**src/rtl/dirty_log_pkg.sv**
```systemverilog
package dirty_log_pkg;
  localparam int DEF_ADDR_W    = 64;
  localparam int DEF_DATA_W    = 64;
  localparam int DEF_GPA_W     = 52;
  localparam int DEF_ENTRIES   = 512;
  localparam int DEF_REC_BYTES = 8;
  localparam int PAGE_SHIFT    = 12;
endpackage

```
**src/rtl/dirty_log_filter.sv**
```systemverilog
module dirty_log_filter (
  input  logic ev_valid,
  input  logic ev_prev_dirty,
  input  logic log_en,
  output logic want_log
);
  // A fresh 0->1 dirty transition needs a slot only while tracking is on.
  always_comb want_log = ev_valid && log_en && !ev_prev_dirty;
endmodule

```
**src/rtl/dirty_log_index.sv**
```systemverilog
module dirty_log_index #(
  parameter int ENTRIES = 512,
  localparam int IDX_W  = $clog2(ENTRIES) + 1
) (
  input  logic             clk,
  input  logic             rst_n,
  input  logic             sw_load,
  input  logic             dec,
  input  logic             full_req,
  output logic [IDX_W-1:0] idx,
  output logic             wrapped,
  output logic             full
);
  localparam logic [IDX_W-1:0] TOP = IDX_W'(ENTRIES - 1);

  always_ff @(posedge clk) begin
    if (!rst_n) begin
      idx  <= TOP;
      full <= 1'b0;
    end else if (sw_load) begin
      idx  <= TOP;
      full <= 1'b0;
    end else begin
      if (full_req) full <= 1'b1;
      if (dec)      idx  <= idx - 1'b1;
    end
  end

  always_comb wrapped = idx[IDX_W-1];

  AST_INDEX_RELOAD: assert property (@(posedge clk) disable iff (!rst_n)
    sw_load |=> (idx == TOP) && !full);
  AST_NO_USE_WRAPPED: assert property (@(posedge clk) disable iff (!rst_n)
    wrapped |-> !dec);
  AST_INDEX_STEP: assert property (@(posedge clk) disable iff (!rst_n)
    (dec && !sw_load) |=> idx == $past(idx) - 1'b1);
endmodule

```
**src/rtl/dirty_log_wstage.sv**
```systemverilog
module dirty_log_wstage #(
  parameter int ADDR_W = 64,
  parameter int DATA_W = 64
) (
  input  logic              clk,
  input  logic              rst_n,
  input  logic              load,
  input  logic [ADDR_W-1:0] in_addr,
  input  logic [DATA_W-1:0] in_data,
  output logic              free,
  output logic              wr_valid,
  input  logic              wr_ready,
  output logic [ADDR_W-1:0] wr_addr,
  output logic [DATA_W-1:0] wr_data
);
  always_comb free = !wr_valid || wr_ready;

  always_ff @(posedge clk) begin
    if (!rst_n) begin
      wr_valid <= 1'b0;
      wr_addr  <= '0;
      wr_data  <= '0;
    end else if (load) begin
      wr_valid <= 1'b1;
      wr_addr  <= in_addr;
      wr_data  <= in_data;
    end else if (wr_ready) begin
      wr_valid <= 1'b0;
    end
  end

  AST_RECORD_HELD: assert property (@(posedge clk) disable iff (!rst_n)
    (wr_valid && !wr_ready) |=> wr_valid && $stable(wr_addr) && $stable(wr_data));
endmodule

```
**src/rtl/dirty_log_top.sv**
```systemverilog
module dirty_log_top
  import dirty_log_pkg::*;
#(
  parameter int ADDR_W    = DEF_ADDR_W,
  parameter int DATA_W    = DEF_DATA_W,
  parameter int GPA_W     = DEF_GPA_W,
  parameter int ENTRIES   = DEF_ENTRIES,
  parameter int REC_BYTES = DEF_REC_BYTES,
  localparam int IDX_W    = $clog2(ENTRIES) + 1
) (
  input  logic              clk,
  input  logic              rst_n,
  input  logic              log_en,
  input  logic [ADDR_W-1:0] buf_base,
  input  logic              sw_idx_reset,
  input  logic              ev_valid,
  output logic              ev_ready,
  input  logic              ev_prev_dirty,
  input  logic [GPA_W-1:0]  ev_gpa,
  output logic              wr_valid,
  input  logic              wr_ready,
  output logic [ADDR_W-1:0] wr_addr,
  output logic [DATA_W-1:0] wr_data,
  output logic [IDX_W-1:0]  log_index,
  output logic              log_full
);
  localparam int REC_SHIFT = $clog2(REC_BYTES);
  localparam int BUF_SHIFT = $clog2(ENTRIES * REC_BYTES);
  localparam logic [ADDR_W-1:0] BUF_MASK  = ADDR_W'((64'd1 << BUF_SHIFT) - 1);
  localparam logic [DATA_W-1:0] PAGE_MASK = DATA_W'((64'd1 << PAGE_SHIFT) - 1);

  logic want_log, wrapped, full_q, free, accept, dec, full_req;
  logic [IDX_W-1:0]  idx_q;
  logic [ADDR_W-1:0] slot_addr;
  logic [DATA_W-1:0] rec_data;

  dirty_log_filter u_filter (
    .ev_valid      (ev_valid),
    .ev_prev_dirty (ev_prev_dirty),
    .log_en        (log_en),
    .want_log      (want_log)
  );

  always_comb begin
    ev_ready = !full_q && !sw_idx_reset && free && !(want_log && wrapped);
    accept   = ev_valid && ev_ready;
    dec      = accept && want_log;
    full_req = want_log && wrapped && !full_q && !sw_idx_reset;
    slot_addr = (buf_base & ~BUF_MASK)
              | (ADDR_W'(idx_q[IDX_W-2:0]) << REC_SHIFT);
    rec_data  = DATA_W'(ev_gpa) & ~PAGE_MASK;
  end

  dirty_log_index #(.ENTRIES(ENTRIES)) u_index (
    .clk      (clk),
    .rst_n    (rst_n),
    .sw_load  (sw_idx_reset),
    .dec      (dec),
    .full_req (full_req),
    .idx      (idx_q),
    .wrapped  (wrapped),
    .full     (full_q)
  );

  dirty_log_wstage #(.ADDR_W(ADDR_W), .DATA_W(DATA_W)) u_wstage (
    .clk      (clk),
    .rst_n    (rst_n),
    .load     (dec),
    .in_addr  (slot_addr),
    .in_data  (rec_data),
    .free     (free),
    .wr_valid (wr_valid),
    .wr_ready (wr_ready),
    .wr_addr  (wr_addr),
    .wr_data  (wr_data)
  );

  always_comb begin
    log_index = idx_q;
    log_full  = full_q;
  end

  AST_FULL_STALLS: assert property (@(posedge clk) disable iff (!rst_n)
    log_full |-> !ev_ready);
  AST_STALE_NO_RECORD: assert property (@(posedge clk) disable iff (!rst_n)
    (ev_valid && ev_ready && (ev_prev_dirty || !log_en)) |=> !wr_valid);
  AST_RECORD_ALIGNED: assert property (@(posedge clk) disable iff (!rst_n)
    wr_valid |-> (wr_data & PAGE_MASK) == '0);
  AST_FULL_ENTRY: assert property (@(posedge clk) disable iff (!rst_n)
    $rose(log_full) |-> $past(wrapped));
  AST_RESET_STALL: assert property (@(posedge clk) disable iff (!rst_n)
    sw_idx_reset |-> !ev_ready);
endmodule

```
**config.mk**
```make
export PLATFORM = sky130hd
export DESIGN_NAME = dirty_log_top
export DESIGN_NICKNAME = d
export VERILOG_FILES = /design/src/rtl/dirty_log_pkg.sv /design/src/rtl/dirty_log_filter.sv /design/src/rtl/dirty_log_index.sv /design/src/rtl/dirty_log_wstage.sv /design/src/rtl/dirty_log_top.sv
export SDC_FILE = /design/constraint.sdc
export NUM_CORES = 1
export LEC_CHECK = 0
export ABC_AREA = 1
export BUFFER_PORTS_ARGS = -buffer_cell sky130_fd_sc_hd__buf_2
export CAP_MARGIN = 0
export CORE_ASPECT_RATIO = 1.2
export CORE_MARGIN = 5
export CORE_UTILIZATION = 49
export CTS_CLUSTER_DIAMETER = 100
export CTS_CLUSTER_SIZE = 16
export DETAILED_ROUTE_END_ITERATION = 6
export PLACE_DENSITY = 0.86
export REMOVE_ABC_BUFFERS = 1
export SLEW_MARGIN = 20
export SYNTH_ARGS = -nofsm -noshare
export SYNTH_HDL_FRONTEND = slang
export SYNTH_HIERARCHICAL = 1
export SYNTH_SLANG_ARGS = --single-unit
```
**constraint.sdc**
```tcl
create_clock -name clk -period 3.7 [get_ports clk]
set_clock_uncertainty 0.15 [all_clocks]
set_input_delay 0.37 -clock clk [delete_from_list [all_inputs] [get_ports clk]]
set_output_delay 0.37 -clock clk [all_outputs]
set_load 0.01 [all_outputs]
```
After elaboration in Yosys (flattened, before gate mapping)
Index checks and enable logic that the tools add are counted.
{ "totals": {"ff_bits": 116, "inputBits": 123, "output_inout_bits": 141, "word_cells": 28} }
{ "op_classes": {"n_addsub": 1, "n_mux": 2, "n_bitwise": 2, "n_reduce_logical": 18} }
{ "ops": {"columns": ["cell", "n"], "rows": [
  ["$or A64 B12 Y64", 1],
  ["$logic_and A1 B1 Y1", 10],
  ["$sub A10 B1 Y10 const B", 1],
  ["$logic_not A1 Y1", 5],
  ["$mux W1", 2],
  ["$reduce_bool A2 Y1", 1],
  ["$reduce_or A2 Y1", 1],
  ["$logic_or A1 B1 Y1", 1],
  ["$not A1 Y1", 1]
]} }

Longest topological paths before layout
Gate-level depths: netlist of the first run.
{ "logic_depth": {"ltp_word": 8, "mapped_depth": 12, "depth_no_buf": 12} }

Modules after synthesis
Netlist of the first run, hierarchy kept.
{ "by_module_without_submodules": {"columns": ["module", "n_inst", "cells_each", "area_per_inst_um2", "seq_area_each_um2"], "rows": [
  ["dirty_log_wstage", 1, 560, 4488.1, 2582.5],
  ["dirty_log_index", 1, 66, 489.2, 220.2],
  ["dirty_log_top", 1, 9, 45.0, 0.0],
  ["dirty_log_filter", 1, 2, 10.0, 0.0]
]} }

Least setup slack after synthesis of the first run
No wires, ideal clock.
{ "synth_timing": {"path_kind": "input to register", "start": "input port ev_valid", "end": "register u_wstage.wr_addr[6]", "arrival_ps": 1424, "required_time_ps": 3434, "path_slack_ps": 2010, "path_stages": 11, "path_cell_list": "nand2_1 > nor2_2 > nand2_1 > nand3_2 > nor2_2 > buf_6 > inv_2 > buf_6 > buf_6 > nor2_1 > nor2_1"} }
{ "synth_between": {"elab_chain_cells": 7} }
{ "synth_lines": {"columns": ["element", "line", "source"], "rows": [
  ["from (decl)", "dirty_log_top.sv:16", "input logic ev_valid,"],
  ["$logic_and A1 B1 Y1 (*) (2 in a row)", "dirty_log_filter.sv:8", "always_comb want_log = ev_valid && log_en && !ev_prev_dirty;"],
  ["via want_log", "dirty_log_top.sv:32", "logic want_log, wrapped, full_q, free, accept, dec, full_req;"],
  ["$logic_and A1 B1 Y1", "dirty_log_top.sv:45", "ev_ready = !full_q && !sw_idx_reset && free && !(want_log && wrapped);"],
  ["$logic_not A1 Y1", "dirty_log_top.sv:45", null],
  ["$logic_and A1 B1 Y1", "dirty_log_top.sv:45", null],
  ["$logic_and A1 B1 Y1", "dirty_log_top.sv:46", "accept = ev_valid && ev_ready;"],
  ["$logic_and A1 B1 Y1 (*)", "dirty_log_top.sv:47", "dec = accept && want_log;"],
  ["via dec", "dirty_log_top.sv:32", null],
  ["to (signal assigned)", "dirty_log_wstage.sv:25", "wr_addr <= in_addr;"],
  ["to (decl)", "dirty_log_wstage.sv:13", "output logic [ADDR_W-1:0] wr_addr,"]
]} }
The timed path passes the listed nets; every way through them passes the cells marked *.
A chain may end at the register's enable or synchronous reset.

==> results of run 1 <==
placed cells by master (no fill, tap or decap):
cell type	instances
sky130_fd_sc_hd__conb_1	27
sky130_fd_sc_hd__nand3b_1	1
sky130_fd_sc_hd__ha_1	1
sky130_fd_sc_hd__bufinv_16	3
sky130_fd_sc_hd__clkinv_4	1
sky130_fd_sc_hd__inv_1	11
sky130_fd_sc_hd__nor2_2	3
sky130_fd_sc_hd__clkbuf_8	2
sky130_fd_sc_hd__clkbuf_16	17
sky130_fd_sc_hd__nand3_1	5
sky130_fd_sc_hd__inv_4	1
sky130_fd_sc_hd__dfxtp_1	140
sky130_fd_sc_hd__o21ai_0	133
sky130_fd_sc_hd__nor2_4	3
sky130_fd_sc_hd__buf_4	4
sky130_fd_sc_hd__inv_6	3
sky130_fd_sc_hd__nor3_1	1
sky130_fd_sc_hd__nand3_2	1
sky130_fd_sc_hd__a21o_1	1
sky130_fd_sc_hd__clkinvlp_4	4
sky130_fd_sc_hd__nand2_1	14
sky130_fd_sc_hd__inv_2	1
sky130_fd_sc_hd__clkbuf_1	1
sky130_fd_sc_hd__a21oi_1	5
sky130_fd_sc_hd__nor2_1	269
sky130_fd_sc_hd__o21ai_1	1
sky130_fd_sc_hd__buf_2	239
sky130_fd_sc_hd__or2_2	1
sky130_fd_sc_hd__buf_12	1
sky130_fd_sc_hd__clkinv_2	1
sky130_fd_sc_hd__nand2_2	1
cell type report:
class	count	area (sq um)
fillers	856	3143
flip-flops and latches	140	2803
multi-input cells	467	1992
repair buffers	244	1246
clock buffers	20	456.7
clock inverters	12	160.2
well taps	126	157.7
inverters	13	51.30
cells by family after synthesis:
family / synth area share
and+or+nand+nor: 0.2325
adders and majority gates: 0.002486
other: 0.0007452
AOI/OAI and AO/OA: 0.1397
buffers and inverters: 0.06762
DFF: 0.5569
metal layers:
layer,up-vias,track usage,share of wire
met5,-,0,0
met4,0,0.07711,0.016
met3,19,0.07936,0.093
met2,187,0.3675,0.50
met1,2206,0.2281,0.39
li1,2494,-,-
where the power goes:
part	internal, W	switching (W)	leakage (nW)
Combinational	0.0000769	0.0000997	2.25
Clock	0.00110	0.000648	0.290
Sequential	0.00154	0.0000127	1.13
how the worst max path moves through the flow:
stage,slack [ns],to
after floorplan,-0.81,u_wstage/wr_addr[0]
after global placement,1.49,u_wstage/wr_addr[32]
after detailed placement,1.48,u_wstage/wr_data[10]
after CTS,1.70,u_wstage/wr_data[57]
after global routing,1.52,u_wstage/wr_data[57]
final,1.72,u_wstage/wr_data[57]
registers in the layout, indices dropped and copies added (netlist names):
| signal | flops |
|---|---|
| u_index/idx | 10 |
| u_index/full | 1 |
| u_wstage/wr_addr | 64 |
| u_wstage/wr_data | 64 |
| u_wstage/wr_valid | 1 |
critical path, delay by kind of cell (launching register included):
family | cells | cell delay [ns]
buffers and inverters | 2 | 0.61
and+or+nand+nor | 5 | 0.71
DFF | 1 | 0.34
metrics by stage:
| step | cell area (sq um) | util | std cells |
|---|---|---|---|
| finish | 6867 | 0.6860 | 1022 |
| global route | 6867 | 0.6860 | 1022 |
| CTS | 6867 | 0.6860 | 1022 |
| detailed placement | 6250 | 0.6244 | 990 |
| global placement | 6250 | 0.6244 | 990 |
| floorplan | 4838 | - | 620 |
==> Flow_metrics.wiki, run 1 <==
{| class="wikitable"
! Metric !! Value
|-
| Ranking of synthesized cells by area || sky130_fd_sc_hd__dfxtp_1 (56%), sky130_fd_sc_hd__nor2_1 (20%), sky130_fd_sc_hd__o21ai_0 (13%)
|-
| Total power after layout || 0.003478 W
|-
| Setup Crit Path Kind || register to register
|-
| Max cap viols || 0
|-
| Nets || 1,007
|-
| Final hold violation count || 0
|-
| Post-Syn Area || 5032 sq um
|-
| Die X-Extent || 102.5 microns
|-
| Ordered cell list for the critical path || nand2_1 > nand3_2 > nor2_4 > inv_4 > buf_12 > nor2_1 > nor2_1
|-
| Initial antenna violation count || 0
|-
| Run status || completed
|-
| Grt total ovfl || 0
|-
| Clk pin slew, worst setup/hold paths || 0.06 ns
|-
| Setup slack of the critical path after layout || 1.722 ns
|-
| Number of synthesized register bits || 140
|-
| Arrival time of the worst setup path || 2.12 ns
|-
| Final period demand of the worst path || 1.978 ns
|-
| DRC errors left || 0
|-
| Clk_lat worst skew || 0.40 ns
|-
| Hold slack || 0.03431 ns
|-
| Final count of pins violating max slew || 0
|-
| CP endpoint kind || register
|-
| Min-delay src || buf_base[34]
|-
| Post-place setup slack || 1.481 ns
|-
| Worst Path Required || 3.84 ns
|-
| Number of rows created at floorplan || 40
|-
| Fraction of synthesis flops using an asynchronous set or reset pin || 0
|-
| Overall routed net length || 13,370 microns
|-
| Largest fanout on the critical path || 69
|-
| Endpoints failing setup || 0
|-
| Worst Setup Start Kind || register
|-
| Count of buffers from port buffering || 239
|-
| Most frequent cells after synthesis || sky130_fd_sc_hd__nor2_1 (269), sky130_fd_sc_hd__dfxtp_1 (140), sky130_fd_sc_hd__o21ai_0 (133)
|-
| Worst-case reg-to-reg path depth || 7
|-
| YS warnings || 6
|-
| Layout-stage area growth over the synthesis result || 36.45%
|-
| Length of the first detailed-routing pass in iterations || 4
|-
| Inserted Clock Buffers || 17
|-
| Vias in the first global route || 4,727
|-
| Pin count of the biggest net entering global routing || 70
|-
| Antenna fix cells || 0
|-
| Capture instance of the worst register-to-register path || u_wstage/wr_data[57]
|-
| Top Ports || 264
|-
| Die Outline Area || 12,410 sq um
|-
| GRT Util Overall || 0.2105
|-
| # hold bufs at CTS || 0
|-
| Share of synthesized area occupied by flip-flops and latches || 0.5569
|-
| Normalized max-slew margin || 0.5709
|-
| Top-area cell type share of the netlist area || 0.5569
|-
| Most numerous cell on the critical path || sky130_fd_sc_hd__nor2_1
|-
| VDD IR-drop max || 0.2793 mV
|-
| CTS tree || built
|-
| Mean instance size in the synthesized netlist || 7.900 sq um
|-
| Share of final-layout standard cells stronger than drive strength 1 || 0.3192
|-
| Drt wl/cell || 13.08 microns
|-
| Number of synthesized flops with an enable pin || 0
|-
| Library cell with the largest summed area after synthesis || sky130_fd_sc_hd__dfxtp_1
|-
| Count of vias placed by the detailed router || 4,906
|-
| Setup repair after global routing missed its margin || false
|-
| Transition time at the pin with the least slew margin || 0.6437 ns
|-
| Number of instances in the synthesized netlist || 637
|-
| Maximum achievable frequency || 505.6 MHz
|-
| Number of H-tree levels || 4
|-
| Clock sink total || 140
|-
| DP HPWL || 9065 microns
|-
| Startpoint of the most critical register-to-register path || u_index/idx[9]
|-
| CTS root buffer || sky130_fd_sc_hd__clkbuf_16
|-
| Most numerous cell in the Yosys netlist || sky130_fd_sc_hd__nor2_1
|-
| Worst Hold Path Cells || 3
|-
| Static power due to leakage || 3.677 nW
|-
| Synth Flop Type || sky130_fd_sc_hd__dfxtp_1
|-
| Effective utilization at floorplan || 0.5027
|-
| Drt via density || 4.800
|-
| Core region area || 10,010 sq um
|-
| Worst Hold End || u_wstage/wr_addr[34]
|-
| Number of design-rule violations left by the first detailed-router iteration || 203
|-
| Total negative slack || 0 ns
|-
| Worst path max stage delay || 0.34 ns
|-
| Beginning of the critical path || u_index/idx[9]
|-
| Worst setup slack for register-to-register paths || 1.72 ns
|-
| Post-CTS Setup Bufs || 0
|-
| CTS max path bufs || 2
|-
| PostCTS Resize Cnt || 0
|-
| First-pass GRT wire length || 20,960 microns
|-
| Path class of the lowest-slack min-delay path || input pin to register
|-
| Final Cycle Share || 0.5345
|-
| Post-route antenna net violation count || 0
|-
| Weighted congestion at the end of routability-driven global placement || 0.7939
|-
| Die outline height || 121.0 microns
|-
| Pwr dens || 506.6 nW/um^2
|-
| Netlist cell types || 25
|-
| Slowest cell on the critical path || sky130_fd_sc_hd__dfxtp_1
|}
(Power assumes the default switching activity.)
==> run 2, diff against run 1 <==
- CORE_UTILIZATION: 49 -> 41
- PLACE_DENSITY: 0.86 -> 0.77
- clock period: 3.7 -> 1.8 ns (I/O delays scaled with it)
==> run 2 against run 1 <==
Flip-flop and latch count stayed put. Cell count rose by 14%. Non-clock buffer count increased by 108. Cell area grew 17%. Highest routed layer unchanged. Combinational power grew to 3.1 times the previous value. Count of clock-buffer cells in the layout down 1. Core utilization is 1.8 points lower. Critical path depth increased by 1.
==> Flow_metrics.wiki, run 2 (synthesized netlist as in run 1, its figures left out) <==
{| class="wikitable"
! Metric !! Value
|-
| Inserted Clock Buffers || 17 (unchanged)
|-
| Final count of pins violating max slew || 0 (unchanged)
|-
| Slowest cell on the critical path || sky130_fd_sc_hd__dfxtp_1
|-
| Die Outline Area || 14,600 sq um (+18%)
|-
| Clk pin slew, worst setup/hold paths || 0.06 ns (about the same)
|-
| CTS root buffer || sky130_fd_sc_hd__clkbuf_16
|-
| Worst Setup Start Kind || register
|-
| Storage cell area || 2803 sq um (unchanged)
|-
| Layout-stage area growth over the synthesis result || 60.12%
|-
| Drt wl/cell || 13.67 microns (+4.5%)
|-
| Total negative slack || 0 ns (unchanged)
|-
| Number of H-tree levels || 4 (unchanged)
|-
| Initial antenna violation count || 2 (+2)
|-
| Cell Count, Final, Fillers Out || 1,167 (+14%)
|-
| Most numerous cell on the critical path || sky130_fd_sc_hd__nor2_1
|-
| Pin count of the biggest net entering global routing || 74 (+5.7%)
|-
| Delay-heaviest family, CP || simple AND/OR/NAND/NOR gates
|-
| Run status || completed
|-
| Endpoints failing setup || 0 (unchanged)
|-
| Total power after layout || 0.007443 W (+110%)
|-
| Count of vias placed by the detailed router || 5,460 (+11%)
|-
| Post-place setup slack || 0.007921 ns (-1.473 ns)
|-
| Multi-input gate area || 1992 sq um (unchanged)
|-
| CTS max path bufs || 2 (unchanged)
|-
| Seq pwr share || 0.429 (-0.017)
|-
| Number of rows created at floorplan || 44 (+10%)
|-
| Final hold violation count || 0 (unchanged)
|-
| Share of final-layout standard cells stronger than drive strength 1 || 0.2968 (-0.02238)
|-
| Layout filler cell count || 947 (+11%)
|-
| Nets || 1,115 (+11%)
|-
| CP endpoint kind || register
|-
| Effective utilization at floorplan || 0.4174 (-0.08536)
|-
| Path class of the lowest-slack min-delay path || input pin to register
|-
| Final Cycle Share || 0.9316 (+0.3971)
|-
| Count of buffers from port buffering || 239 (unchanged)
|-
| Clock network fraction of total power || 0.497 (-0.006)
|-
| Commonest cells after routing, fill and taps aside || sky130_fd_sc_hd__nor2_1 (269), sky130_fd_sc_hd__buf_2 (239), sky130_fd_sc_hd__dfxtp_1 (140)
|-
| Ordered cell list for the critical path || nor2_2 > nand3_2 > nor2_4 > buf_12 > inv_4 > buf_4 > nor2_1 > nor2_1
|-
| Static power due to leakage || 4.168 nW (+13%)
|-
| Placed cells || 1,035 (+4.5%)
|-
| Maximum achievable frequency || 596.4 MHz (+18%)
|-
| Die outline height || 131.4 microns (+8.5%)
|-
| Die X-Extent || 111.1 microns (+8.4%)
|-
| Top Ports || 264 (unchanged)
|-
| GRT Util Overall || 0.2199 (+0.009334)
|-
| Setup slack of the critical path after layout || 0.1232 ns (-1.599 ns)
|-
| Arrival time of the worst setup path || 1.81 ns (-0.31 ns)
|-
| Number of design-rule violations left by the first detailed-router iteration || 439 (+120%)
|-
| Core region area || 12,060 sq um (+20%)
|-
| Overall routed net length || 15,960 microns (+19%)
|-
| Post-route antenna net violation count || 0 (unchanged)
|-
| Largest fanout on the critical path || 17 (-75%)
|-
| CP bufs+invs || 3 (+1)
|-
| First-pass GRT wire length || 26,770 microns (+28%)
|-
| Cell-internal power || 0.005834 W (+110%)
|-
| Final period demand of the worst path || 1.677 ns (-0.3009 ns)
|-
| Clock sink total || 140 (unchanged)
|-
| Setup Crit Path Kind || register to register
|-
| Max cap viols || 0 (unchanged)
|-
| Length of the first detailed-routing pass in iterations || 4 (unchanged)
|-
| VDD IR-drop max || 0.5484 mV (+96%)
|-
| Worst Path Required || 1.94 ns (-1.90 ns)
|-
| Vias in the first global route || 5,453 (+15%)
|-
| Weighted congestion at the end of routability-driven global placement || 0.7814 (-1.6%)
|-
| Switching power of the nets || 0.001609 W (+110%)
|-
| Drt via density || 4.679 (-2.5%)
|-
| Worst path max stage delay || 0.33 ns (about the same)
|-
| PostCTS Resize Cnt || 0 (unchanged)
|-
| Grt total ovfl || 0 (unchanged)
|-
| Biggest regs || u_wstage/wr_addr x64, u_wstage/wr_data x64, u_index/idx x10
|-
| Net switching share of the total power || 0.2162 (-0.002427)
|-
| Pwr dens || 923.8 nW/um^2 (+82%)
|-
| DP HPWL || 9425 microns (+4.0%)
|-
| Gate power share || 0.075 (+0.024)
|-
| DRC errors left || 0 (unchanged)
|-
| Leading cell type in the layout, fill and taps excluded || sky130_fd_sc_hd__nor2_1
|-
| CTS tree || built
|-
| Clk_lat worst skew || 0.41 ns (about the same)
|}
[run 2: cell types whose count changed in the layout (fill, tap and decap cells not counted)]
cell / before / now
sky130_fd_sc_hd__inv_6: 3 / 2
sky130_fd_sc_hd__bufinv_16: 3 / 4
sky130_fd_sc_hd__diode_2: 0 / 2
sky130_fd_sc_hd__dlygate4sd3_1: 0 / 96
sky130_fd_sc_hd__clkinv_4: 1 / 2
sky130_fd_sc_hd__clkbuf_8: 2 / 1
sky130_fd_sc_hd__buf_4: 4 / 10
sky130_fd_sc_hd__buf_12: 1 / 7
[run 2: power groups by stage]
stage,combinational (W),clock (W),sequential [W]
after floorplan,0.0000969,0,0.00329
after global placement,0.000373,0,0.00325
after detailed placement,0.000378,0,0.00326
after CTS,0.000538,0.00377,0.00319
after global routing,0.000608,0.00394,0.00319
final,0.000555,0.00370,0.00319
[run 2: layer usage]
metal	vias up	share of wire	GRT usage
met1	2460	0.39	0.2487
met2	232	0.50	0.3698
met4	0	0.046	0.1183
met3	52	0.066	0.06900
met5	-	0	0
li1	2716	-	-
[run 2: path summary, 6_finish.rpt]
kind                                      startpoint              endpoint  slack, ns  cells after the start
worst min register to register  u_wstage/wr_addr[45]  u_wstage/wr_addr[45]       0.34                      2
worst min-delay path                    sw_idx_reset          u_index/full       0.03                      6
worst max register to register          u_index/full  u_wstage/wr_addr[28]       0.12                      8
worst max-delay path                    u_index/full  u_wstage/wr_addr[28]       0.12                      8
[run 2: area by class of cell]
type	instances	area share
diodes	2	0.0006211
clock inverters	13	0.02360
multi-input cells	467	0.2472
well taps	161	0.02500
flip-flops and latches	140	0.3478
repair buffers	352	0.2944
inverters	13	0.006366
clock buffers	19	0.05497
[run 2: worst reg2reg max path, delay by kind of cell (launching register included)]
| kind | cells | cell delay, ns |
|---|---|---|
| buffers and inverters | 3 | 0.46 |
| DFF | 1 | 0.33 |
| and+or+nand+nor | 5 | 0.62 |
[run 2: repair_timing]
action / CTS / global route
hold buffers: 96 / 0
endpoints found under the setup margin: 0 / 57
hold endpoints to repair: 99 / 0
buffers inserted: 0 / 2
[run 2: through the flow]
stage | area [sq um] | util | hold slack, ns
floorplan | 4838 | - | 0.1392
global placement | 6431 | 0.5334 | 0.2511
detailed placement | 6431 | 0.5334 | 0.2575
CTS | 8025 | 0.6656 | 0.005993
global route | 8058 | 0.6683 | 0.06351
finish | 8058 | 0.6683 | 0.02621
==> run 3, diff against run 2 <==
- CORE_UTILIZATION: 41 -> 30
- PLACE_DENSITY: 0.77 -> default
==> run 3 against run 2 <==
Critical path depth rose by 3. Non-clock buffer count down 4. Die area rose by 33%. Flip-flop and latch count stayed put. Worst setup slack gained 0.035 ns. Largest power group unchanged.
==> Flow_metrics.wiki, run 3 (synthesized netlist as in run 1, its figures left out) <==
{| class="wikitable"
! Metric !! Value
|-
| Run status || completed
|-
| Setup slack of the critical path after layout || 0.1577 ns (+0.03456 ns)
|-
| Die outline height || 151.9 microns (+16%)
|-
| Overall routed net length || 15,720 microns (-1.5%)
|-
| Inserted Clock Buffers || 17 (unchanged)
|-
| Drt via density || 4.301 (-8.1%)
|-
| Die Outline Area || 19,470 sq um (+33%)
|-
| Pwr dens || 912.3 nW/um^2 (-1.2%)
|-
| Largest fanout on the critical path || 37 (+20)
|-
| Commonest cells after routing, fill and taps aside || sky130_fd_sc_hd__nor2_1 (269), sky130_fd_sc_hd__buf_2 (238), sky130_fd_sc_hd__dfxtp_1 (140)
|-
| Setup Crit Path Kind || input pin to register
|-
| Layout filler cell count || 1,582 (+67%)
|-
| Final hold violation count || 0 (unchanged)
|-
| Ordered cell list for the critical path || dlygate4sd3_1 > buf_2 > inv_1 > nand2_2 > nand3_2 > nor2_4 > buf_12 > inv_4 > buf_12 > nor2_1 > nor2_1
|-
| Clk pin slew, worst setup/hold paths || 0.06 ns (about the same)
|-
| Leading cell type in the layout, fill and taps excluded || sky130_fd_sc_hd__nor2_1
|-
| Number of design-rule violations left by the first detailed-router iteration || 281 (-36%)
|-
| Nets || 1,111 (-0.36%)
|-
| Top Ports || 264 (unchanged)
|-
| Final period demand of the worst path || 1.642 ns (-0.03456 ns)
|-
| Share of final-layout standard cells stronger than drive strength 1 || 0.2930 (-0.003813)
|-
| Clk_lat worst skew || 0.41 ns (about the same)
|-
| CTS max path bufs || 2 (unchanged)
|-
| DP HPWL || 10,040 microns (+6.6%)
|-
| Maximum achievable frequency || 608.9 MHz (+2.1%)
|-
| Path class of the lowest-slack min-delay path || input pin to register
|-
| Max cap viols || 0 (unchanged)
|-
| Worst Setup Start Kind || input pin
|-
| Grt total ovfl || 0 (unchanged)
|-
| Drt wl/cell || 12.97 microns (-5.2%)
|-
| Pin count of the biggest net entering global routing || 77 (+4.1%)
|-
| Vias in the first global route || 4,980 (-8.7%)
|-
| DRC errors left || 0 (unchanged)
|-
| Die X-Extent || 128.2 microns (+15%)
|-
| Length of the first detailed-routing pass in iterations || 4 (unchanged)
|-
| Biggest regs || u_wstage/wr_addr x64, u_wstage/wr_data x64, u_index/idx x10
|-
| Clock sink total || 140 (unchanged)
|-
| Count of buffers from port buffering || 239 (unchanged)
|-
| Endpoints failing setup || 0 (unchanged)
|-
| CP endpoint kind || register
|-
| GRT Util Overall || 0.1574 (-0.06252)
|-
| Arrival time of the worst setup path || 1.83 ns (+0.02 ns)
|-
| CTS root buffer || sky130_fd_sc_hd__clkbuf_16
|-
| Post-place setup slack || 0.1182 ns (+0.1102 ns)
|-
| First-pass GRT wire length || 24,900 microns (-7.0%)
|-
| Initial antenna violation count || 0 (-2)
|-
| Layout-stage area growth over the synthesis result || 60.67%
|-
| Number of H-tree levels || 4 (unchanged)
|-
| VDD IR-drop max || 0.6176 mV (+13%)
|-
| Setup repair after global routing missed its margin || false
|-
| Static power due to leakage || 4.162 nW (-0.12%)
|-
| CP bufs+invs || 6 (+3)
|-
| Core region area || 16,340 sq um (+35%)
|-
| Final Cycle Share || 0.9124 (-0.01920)
|-
| Number of rows created at floorplan || 51 (+16%)
|-
| Slowest cell on the critical path || sky130_fd_sc_hd__dlygate4sd3_1
|-
| Final count of pins violating max slew || 0 (unchanged)
|-
| Weighted congestion at the end of routability-driven global placement || 0.7690 (-1.6%)
|-
| Antenna fix cells || 0 (-2)
|-
| Count of vias placed by the detailed router || 5,213 (-4.5%)
|-
| Delay-heaviest family, CP || buffers and inverters
|-
| Worst path max stage delay || 0.52 ns (+0.19 ns)
|-
| CTS tree || built
|-
| Final core area utilization || 0.4949 (-0.1734)
|-
| Post-route antenna net violation count || 0 (unchanged)
|-
| Effective utilization at floorplan || 0.3081 (-0.1093)
|-
| Worst Path Required || 1.99 ns (+0.05 ns)
|}
run 3: final timing paths:
path	slack [ns]	to	cells past startpoint	from
worst max-delay path	0.16	u_wstage/wr_data[24]	11	wr_ready
worst min-delay path	0.05	u_index/full	6	ev_prev_dirty
worst max register to register	0.16	u_wstage/wr_data[24]	8	u_index/idx[9]
worst min register to register	0.34	u_wstage/wr_data[4]	2	u_wstage/wr_data[4]
run 3: layout make-up:
type	count	area, sq um	area share
clock inverters	11	168.9	0.02089
inverters	13	51.30	0.006345
multi-input cells	467	1999	0.2473
flip-flops and latches	140	2803	0.3466
well taps	212	265.3	0.03281
clock buffers	21	440.4	0.05447
repair buffers	348	2357	0.2916
run 3: worst reg2reg max path, delay by kind of cell, from the launching register on:
kind	cells	cell delay, ns
buffers and inverters	3	0.57
AND/OR/NAND/NOR	5	0.45
flip-flops	1	0.39
run 3: metal layers:
layer | part of all wire | vias to the layer above | track usage
met5 | 0 | - | 0
met4 | 0.037 | 0 | 0.08140
met3 | 0.060 | 34 | 0.04278
met2 | 0.50 | 164 | 0.2714
met1 | 0.40 | 2309 | 0.1746
li1 | - | 2706 | -
run 3: what timing repair did:
item,CTS,global route
hold buffers,95,0
buffers inserted,0,1
hold endpoints to repair,95,0
endpoints found under the setup margin,0,5
gates resized for setup,0,3
run 3: power breakdown:
group / internal, W / total (W) / switching (W)
Clock: 0.00232 / 0.00364 / 0.00132
Sequential: 0.00316 / 0.00319 / 0.0000258
Combinational: 0.000308 / 0.000552 / 0.000244
Total: 0.00579 / 0.00738 / 0.00159
run 3: stage by stage:
step	setup TNS, ns	hold slack [ns]	instance area [sq um]	std cells	power [W]
global placement	0	0.2523	6513	1085	0.003641
global route	0	0.05954	8085	1212	0.007679
finish	0	0.04887	8085	1212	0.007376
detailed placement	0	0.2562	6513	1085	0.003644
CTS	0	0.02020	8073	1212	0.007490
floorplan	-350.86	0.1392	4838	620	0.003384
